## src/rtl/synth_ctl_pkg.sv

```systemverilog
package synth_ctl_pkg;

  // Width of the trailing mode group in a full frame.
  localparam int MODE_W = 8;

  typedef struct packed {
    logic       cp_high;
    logic [2:0] test_mode;
    logic [1:0] ref_sel;
    logic       tune_off;
  } mode_t;

  // Power-on state: high pump current, pump tri-stated, 1/640 ratio, amp off.
  localparam mode_t MODE_RESET = '{cp_high: 1'b1, test_mode: 3'b010,
                                   ref_sel: 2'b10, tune_off: 1'b1};

  // Decode the mode group without its leading ignored bit.
  function automatic mode_t unpack_mode(input logic [MODE_W-2:0] b);
    mode_t m;
    m.cp_high   = b[6];
    m.test_mode = b[5:3];
    m.ref_sel   = b[2:1];
    m.tune_off  = b[0];
    return m;
  endfunction

endpackage

```

## src/rtl/sctl_sync.sv

```systemverilog
module sctl_sync #(
  parameter int STAGES = 2
) (
  input  logic clk,
  input  logic rst,
  input  logic ser_clk_i,
  input  logic ser_data_i,
  input  logic ser_en_i,
  output logic fall_o,
  output logic data_o,
  output logic en_o
);
  localparam int W = 3;

  logic [W-1:0] pipe [STAGES];
  logic         sclk_prev;

  generate
    for (genvar g = 0; g < STAGES; g++) begin : g_stage
      if (g == 0) begin : g_first
        always_ff @(posedge clk) begin
          if (rst) pipe[g] <= '0;
          else     pipe[g] <= {ser_en_i, ser_data_i, ser_clk_i};
        end
      end else begin : g_next
        always_ff @(posedge clk) begin
          if (rst) pipe[g] <= '0;
          else     pipe[g] <= pipe[g-1];
        end
      end
    end
  endgenerate

  always_ff @(posedge clk) begin
    if (rst) sclk_prev <= 1'b0;
    else     sclk_prev <= pipe[STAGES-1][0];
  end

  assign fall_o = sclk_prev & ~pipe[STAGES-1][0];
  assign data_o = pipe[STAGES-1][1];
  assign en_o   = pipe[STAGES-1][2];

endmodule

```

## src/rtl/sctl_frame.sv

```systemverilog
module sctl_frame #(
  parameter int BAND_END = 4,
  parameter int DIV_END  = 19,
  parameter int FULL_END = 27,
  parameter int SH_W     = 15
) (
  input  logic            clk,
  input  logic            rst,
  input  logic            fall_i,
  input  logic            data_i,
  input  logic            en_i,
  output logic [SH_W-1:0] shreg_o,
  output logic            band_stb_o,
  output logic            div_stb_o,
  output logic            mode_stb_o
);
  localparam int CNT_W = $clog2(FULL_END + 1);
  localparam logic [CNT_W-1:0] BAND_LAST = CNT_W'(BAND_END - 1);
  localparam logic [CNT_W-1:0] DIV_LAST  = CNT_W'(DIV_END - 1);
  localparam logic [CNT_W-1:0] FULL_LAST = CNT_W'(FULL_END - 1);
  localparam logic [CNT_W-1:0] CNT_MAX   = CNT_W'(FULL_END);

  logic [CNT_W-1:0] cnt;
  logic             take;

  assign take = en_i & fall_i & (cnt < CNT_MAX);

  always_ff @(posedge clk) begin
    if (rst) begin
      cnt        <= '0;
      shreg_o    <= '0;
      band_stb_o <= 1'b0;
      div_stb_o  <= 1'b0;
      mode_stb_o <= 1'b0;
    end else begin
      band_stb_o <= take & (cnt == BAND_LAST);
      div_stb_o  <= take & (cnt == DIV_LAST);
      mode_stb_o <= take & (cnt == FULL_LAST);
      if (!en_i) begin
        cnt <= '0;
      end else if (take) begin
        cnt     <= cnt + 1'b1;
        shreg_o <= {shreg_o[SH_W-2:0], data_i};
      end
    end
  end

  // the count is back at zero after any cycle with enable low
  assert_cnt_restart_R7: assert property (@(posedge clk) disable iff (rst)
    !en_i |=> cnt == '0);

  // once saturated the count holds until the window closes
  assert_cnt_hold_R6: assert property (@(posedge clk) disable iff (rst)
    (cnt == CNT_MAX) |=> (cnt == CNT_MAX || cnt == '0));

  // nothing shifts without a falling edge inside an enable window
  assert_shift_gate_R1: assert property (@(posedge clk) disable iff (rst)
    !(fall_i && en_i) |=> $stable(shreg_o));

endmodule

```

## src/rtl/sctl_regs.sv

```systemverilog
module sctl_regs
  import synth_ctl_pkg::*;
#(
  parameter int BAND_W = 4,
  parameter int MAIN_W = 10,
  parameter int SWAL_W = 5,
  parameter int SH_W   = 15
) (
  input  logic              clk,
  input  logic              rst,
  input  logic [SH_W-1:0]   shreg_i,
  input  logic              band_stb_i,
  input  logic              div_stb_i,
  input  logic              mode_stb_i,
  output logic [BAND_W-1:0] band_o,
  output logic [MAIN_W-1:0] main_o,
  output logic [SWAL_W-1:0] swal_o,
  output mode_t             mode_o
);
  localparam int DIV_W = MAIN_W + SWAL_W;

  always_ff @(posedge clk) begin
    if (rst) begin
      band_o <= '0;
      main_o <= '0;
      swal_o <= '0;
      mode_o <= MODE_RESET;
    end else begin
      if (band_stb_i) band_o <= shreg_i[BAND_W-1:0];
      if (div_stb_i) begin
        main_o <= shreg_i[DIV_W-1:SWAL_W];
        swal_o <= shreg_i[SWAL_W-1:0];
      end
      if (mode_stb_i) mode_o <= unpack_mode(shreg_i[MODE_W-2:0]);
    end
  end

  // group strobes come from distinct edge counts, never together
  assert_stb_exclusive_R4: assert property (@(posedge clk) disable iff (rst)
    $onehot0({band_stb_i, div_stb_i, mode_stb_i}));

  // band enables move only on the band strobe
  assert_band_hold_R2: assert property (@(posedge clk) disable iff (rst)
    !band_stb_i |=> $stable(band_o));

  // divider counts move only on the divider strobe
  assert_div_hold_R3: assert property (@(posedge clk) disable iff (rst)
    !div_stb_i |=> ($stable(main_o) && $stable(swal_o)));

  // mode group moves only on the mode strobe
  assert_mode_hold_R5: assert property (@(posedge clk) disable iff (rst)
    !mode_stb_i |=> $stable(mode_o));

endmodule

```

## src/rtl/synth_ctl_rx.sv

```systemverilog
module synth_ctl_rx
  import synth_ctl_pkg::*;
#(
  parameter int BAND_W      = 4,
  parameter int MAIN_W      = 10,
  parameter int SWAL_W      = 5,
  parameter int SYNC_STAGES = 2
) (
  input  logic              clk,
  input  logic              rst,
  input  logic              ser_clk,
  input  logic              ser_data,
  input  logic              ser_en,
  output logic [BAND_W-1:0] band_on,
  output logic [MAIN_W-1:0] main_cnt,
  output logic [SWAL_W-1:0] swallow_cnt,
  output logic              cp_high,
  output logic [2:0]        test_mode,
  output logic [1:0]        ref_sel,
  output logic              tune_amp_off
);
  localparam int DIV_W    = MAIN_W + SWAL_W;
  localparam int BAND_END = BAND_W;
  localparam int DIV_END  = BAND_W + DIV_W;
  localparam int FULL_END = DIV_END + MODE_W;
  localparam int SH_A     = (BAND_W > DIV_W) ? BAND_W : DIV_W;
  localparam int SH_W     = (SH_A > MODE_W) ? SH_A : MODE_W;

  logic            fall_s, data_s, en_s;
  logic [SH_W-1:0] shreg;
  logic            band_stb, div_stb, mode_stb;
  mode_t           mode;

  sctl_sync #(.STAGES(SYNC_STAGES)) u_sync (
    .clk(clk), .rst(rst),
    .ser_clk_i(ser_clk), .ser_data_i(ser_data), .ser_en_i(ser_en),
    .fall_o(fall_s), .data_o(data_s), .en_o(en_s)
  );

  sctl_frame #(
    .BAND_END(BAND_END), .DIV_END(DIV_END), .FULL_END(FULL_END), .SH_W(SH_W)
  ) u_frame (
    .clk(clk), .rst(rst),
    .fall_i(fall_s), .data_i(data_s), .en_i(en_s),
    .shreg_o(shreg),
    .band_stb_o(band_stb), .div_stb_o(div_stb), .mode_stb_o(mode_stb)
  );

  sctl_regs #(
    .BAND_W(BAND_W), .MAIN_W(MAIN_W), .SWAL_W(SWAL_W), .SH_W(SH_W)
  ) u_regs (
    .clk(clk), .rst(rst),
    .shreg_i(shreg),
    .band_stb_i(band_stb), .div_stb_i(div_stb), .mode_stb_i(mode_stb),
    .band_o(band_on), .main_o(main_cnt), .swal_o(swallow_cnt), .mode_o(mode)
  );

  assign cp_high      = mode.cp_high;
  assign test_mode    = mode.test_mode;
  assign ref_sel      = mode.ref_sel;
  assign tune_amp_off = mode.tune_off;

endmodule

```

## config.mk

```make
export PLATFORM = sky130hd
export DESIGN_NAME = synth_ctl_rx
export DESIGN_NICKNAME = d
export VERILOG_FILES = /design/src/rtl/synth_ctl_pkg.sv /design/src/rtl/sctl_sync.sv /design/src/rtl/sctl_frame.sv /design/src/rtl/sctl_regs.sv /design/src/rtl/synth_ctl_rx.sv
export SDC_FILE = /design/constraint.sdc
export NUM_CORES = 1
export LEC_CHECK = 0
export BUFFER_PORTS_ARGS = -buffer_cell sky130_fd_sc_hd__buf_2
export CORE_MARGIN = 3
export CORE_UTILIZATION = 40
export CTS_CLUSTER_SIZE = 10
export DETAILED_ROUTE_END_ITERATION = 7
export PLACE_DENSITY_LB_ADDON = 0.3
export SETUP_SLACK_MARGIN = 0.5
export SLEW_MARGIN = 20
export SYNTH_ARGS = -nofsm -noshare
export SYNTH_HDL_FRONTEND = slang
export SYNTH_SLANG_ARGS = --single-unit
```

## constraint.sdc

```tcl
create_clock -name clk -period 4.3 [get_ports clk]
set_clock_uncertainty 0.2 [all_clocks]
set_input_delay 0.43 -clock clk [delete_from_list [all_inputs] [get_ports clk]]
set_output_delay 0.43 -clock clk [all_outputs]
set_load 0.02 [all_outputs]
```

* Yosys cells after proc, flatten, opt, wreduce, memory -nomap -nowiden
Memory sizes are Yosys's and may differ from the RTL's. Index checks and enable logic that the tools add are counted.
Word-level totals: bits in registers 50, RAM bits 6, bits of input ports 5, memories 1
Cells by class: add/subtract/negate cells 1, $lt $le $gt $ge 1, equal/unequal tests 3, muxes and demuxes 5, bitwise gates (word level) 10, reductions and logical operators 2
Memory list:
- u_sync.pipe | depth 2, bits a word 3, read ports 2, clocked after memory_dff 0, write ports 2, line sctl_sync.sv:15 | logic [W-1:0] pipe [STAGES];
Operators with widths (count):
- 5-bit equality test, second input constant | 2
- 1-bit bitwise AND | 6
- 3-bit 2-to-1 mux | 2
- 5-bit by 1-bit adder with 5-bit output, second input constant | 1
- 5-bit by 2-bit equality test with 1-bit output, second input constant | 1
- 5-bit < comparator, second input constant | 1
- 1-bit 2-to-1 mux | 3
- 1-bit NOT | 2
- 1-bit OR | 2
- 2-bit AND reduction | 1
- 2-bit OR reduction | 1

* Depth between registers and ports, before layout
depth after elaboration 5, gate-level depth with buffers 5, mapped depth without buffers 4

* Modules after synthesis
Synthesis repeated with hierarchy kept, for this count alone.
Second synthesis, totals: cells, all modules 234, area, all modules 2471.1 µm²
Modules (own cells, without submodules):
- sctl_frame | instances 1, cells each 134, area each 1338.8 µm²
- sctl_regs | instances 1, cells each 85, area each 942.2 µm²
- sctl_sync | instances 1, cells each 15, area each 190.2 µm²

* Worst setup path after synthesis
OpenSTA, ideal clock, no wires.
path kind reg2reg, from memory u_sync.pipe[1][0], to register u_frame.cnt[0], data arrival time 1.156 ns, required time 3.979 ns, path slack 2.823 ns, stages on the path, launching flop included 5, clock period less this slack 1.477 ns, path through dfxtp_1 -> and3b_1 -> o21a_1 -> buf_6 -> mux2_2
RTL lines:
- from (decl) | line sctl_sync.sv:15
- to (signal assigned) | line sctl_frame.sv:42 | cnt <= cnt + 1'b1;
- to (decl) | line sctl_frame.sv:23 | logic [CNT_W-1:0] cnt;

==> impl_metrics.csv <==
group,metric,value,unit
run_status,status,"completed",
place,port_buffers,30,
detailed_routing,drc,0,
worst_setup_path,worst-path-buf-inv,0,
sta,finalSetupViolCount,0,
grt,grt_pass1_vias,1211,
clocking,cts_buffers,5,
detailed_routing,vias_per_cell,4.68,
place,gp_congestion,0.835,
sta,worst_pin_slew,851,ps
grt,antenna_found_initial,0,
hold_path,min_to,"u_sync.pipe[0][2]",
clocking,htree_levels,2,
detailed_routing,drt-total-wl,3350,µm
clocking,clockBufferDepth,2,
hold_path,min_from,"ser_en",
sta,max_slew_margin,43.2,%
clocking,post_cts_buffers,0,
worst_setup_path,worstPathRequired,4300,ps
sta,rsz0062_at_grt,"false",
detailed_routing,top_layer,"met4",
detailed_routing,wl_met1,1750,µm
clocking,cts-root-buf,"clkbuf_8",
worst_setup_path,ff2ff_setup_slack,2220,ps
sta,fmax,0.481,GHz
floorplan,dieArea,6020,µm²
sta,hold_viol,0,
grt,grt_max_degree,53,
grt,grt_pass1_wl,5640,µm
floorplan,die_h,77.6,µm
place,dp_hpwl,2240,µm
detailed_routing,wl_met2,1420,µm
detailed_routing,firstDrtPassIters,4,
synthesis,synth.distinct_cells,28,
power_and_ir_drop,irDropWorstVdd,0.000195,V
run,drv_cap,0,
clocking,cts_sinks,56,
worst_setup_path,worstSetupPathType,"flip-flop to flip-flop",
floorplan,coreArea,4850,µm²
place,placedCellCount,272,
power_and_ir_drop,power_density,372,nW/µm²
grt,overflow,0,
cells_and_area,nets,219,
clocking,cts_tree,"built",
cells_and_area,n_antenna_cell,0,
worst_setup_path,timing.rr.start,"u_sync.pipe[1][0]",
detailed_routing,wl_met3,130,µm
worst_setup_path,cpPeakStageDelay,720,ps
worst_setup_path,cp_max_fo,17,
sta,setup_tns,0,ps
synthesis,syn-num-nets,193,
sta,slew_viol_final,0,
cells_and_area,fillers,444,
cells_and_area,fin_cells,280,
worst_setup_path,end_kind,"flip-flop",
detailed_routing,drt_iter0_markers,104,
cells_and_area,seqCellArea,1120,µm²
clocking,post_cts_resized,0,
cells_and_area,area_growth_syn_to_layout,13.4,%
sta,layout_min_cycle_time,2080,ps
floorplan,ios,31,
worst_setup_path,r2r-end,"u_frame.cnt[0]",
grt,grt_usage,11.8,%
hold_path,hold_depth,2,
sta,fin_ws,2220,ps
clocking,clk_latency,300,ps
detailed_routing,ant_nets,0,
detailed_routing,wl_per_cell,12.0,µm
cells_and_area,drive_above_1_share,18.8,%
sta,period_share,48.4,%
clocking,cts.clk_slew.worst_paths,90,ps
synthesis,syn_avg_cell_area,11.0,µm²
synthesis,ys_seq_area_share,54.7,%
floorplan,rows,25,
worst_setup_path,cp-start-kind,"flip-flop",
synthesis,syn_inst,186,
worst_setup_path,worst-endpoint-arrival,2080,ps
worst_setup_path,crit_chain,"and3b_1, o21a_1, mux2_2",
power_and_ir_drop,leakagePower,0.873,nW
cells_and_area,multi_input_area,857,µm²
worst_setup_path,reg2regPathDepth,3,
detailed_routing,num_vias,1311,
synthesis,netlist_area,2050,µm²
floorplan,fp.dieW,77.6,µm
clocking,hold_buffers,0,
worst_setup_path,cp_slowest_cell,"o21a_1",
worst_setup_path,worst_path_dominant_cell_family,"compound AO/OA/AOI/OAI gates",
floorplan,start_util,42.3,%
place,place_ws,2230,ps
synthesis,ys_ff_latch,56,
hold_path,holdCritPathClass,"input pin to flip-flop",
synthesis,yosysWarnings,0,
[cell usage in the layout, fill, tap and decap left out, types with 4 or more instances in the layout]
cell type,n
mux2i_1,37
a211o_1,4
clkbuf_8,5
nor2_1,25
dfxtp_1,56
a21oi_1,4
nor2b_1,11
nand2b_1,17
buf_2,30
[power by group]
| group | internal [mW] | leakage, nW | switching, mW | total, mW |
|---|---|---|---|---|
| sequential | 0.521 | 0.452 | 0.00102 | 0.522 |
| combinational | 0.00587 | 0.366 | 0.00836 | 0.0142 |
| clock | 0.173 | 0.0552 | 0.156 | 0.328 |
| total | 0.700 | 0.873 | 0.165 | 0.865 |
[worst reg2reg max path: stages, from the launching register on]
cell and delay, ps:
dfxtp_1 330, and3b_1 320, o21a_1 720, mux2_2 410
[cell usage after synthesis]
master     count  area share, %
buf_2          2           0.49
nand3_1        1           0.24
clkbuf_1       7            1.3
dfxtp_1       56             55
nor2b_1       11            3.4
mux2_2         1           0.55
and4b_2        1           0.55
and4b_1        1           0.49
mux2i_1       37             18
and4_1         1           0.43
nand2b_1      17            5.2
a31oi_1        1           0.31
nand4_1        1           0.31
ha_1           2            1.2
o21a_1         1           0.37
a211o_1        4            1.7
a21oi_1        4           0.98
buf_12         1           0.98
nand2_2        1           0.31
nor2_1        25            4.6
a211oi_1       1           0.37
and3b_1        2           0.85
nor3_1         2           0.49
buf_6          1           0.55
a311oi_1       1           0.43
inv_1          1           0.18
and3_1         2           0.61
a2111oi_0      1           0.43
[registers in the layout, indices dropped and copies added, names as in the netlist]
| signal | count |
|---|---|
| u_regs.swal_o | 5 |
| u_regs.band_o | 4 |
| u_sync.pipe | 6 |
| u_frame.mode_stb_o | 1 |
| u_frame.shreg_o | 15 |
| u_regs.mode_o | 7 |
| u_sync.sclk_prev | 1 |
| u_regs.main_o | 10 |
| u_frame.cnt | 5 |
| u_frame.band_stb_o | 1 |
| u_frame.div_stb_o | 1 |
[layout make-up]
cell class,count,area share (%)
multi-input combinational,118,36.9
sequential,56,48.3
clock inverter,2,1.51
tap,67,3.61
inverter,1,0.162
timing repair buffer,30,6.46
clock buffer,6,3.12
[cells by family (layout without fill, tap and decap cells)]
kind of cell	after synthesis	after routing	synth area share (%)
muxes	38	38	18.6
buffers and inverters	12	39	3.48
AOI/OAI and AO/OA	13	13	4.58
adders and majority gates	2	2	1.22
and+or+nand+nor	65	65	17.4
DFF	56	56	54.7
[through the flow]
stage | power [mW] | hold WS, ps | utilization, % | cell area, µm²
after global routing | 0.902 | 148 | 47.9 | 2320
after detailed placement | 0.549 | 224 | 45.7 | 2220
after floorplan | 0.545 | 214 | - | 2050
after CTS | 0.882 | 135 | 47.9 | 2320
final | 0.865 | 145 | 47.9 | 2320
after global placement | 0.549 | 228 | 45.7 | 2220
[worst max path at each step]
stage                      startpoint             end  cells past startpoint
floorplan           u_sync.pipe[1][0]  u_frame.cnt[0]                      4
global placement                  rst  u_frame.cnt[0]                      4
detailed placement  u_sync.pipe[1][0]  u_frame.cnt[0]                      3
CTS                 u_sync.pipe[1][0]  u_frame.cnt[0]                      3
global route        u_sync.pipe[1][0]  u_frame.cnt[0]                      3
finish              u_sync.pipe[1][0]  u_frame.cnt[0]                      3
[metal layers]
layer  global-route usage, %  up-vias
li1                        -      687
met1                    16.4      596
met2                    16.8       23
met3                    3.25        5
met4                    5.87        0
met5                       0        -
No activity file was read; power rests on OpenSTA's default activity.
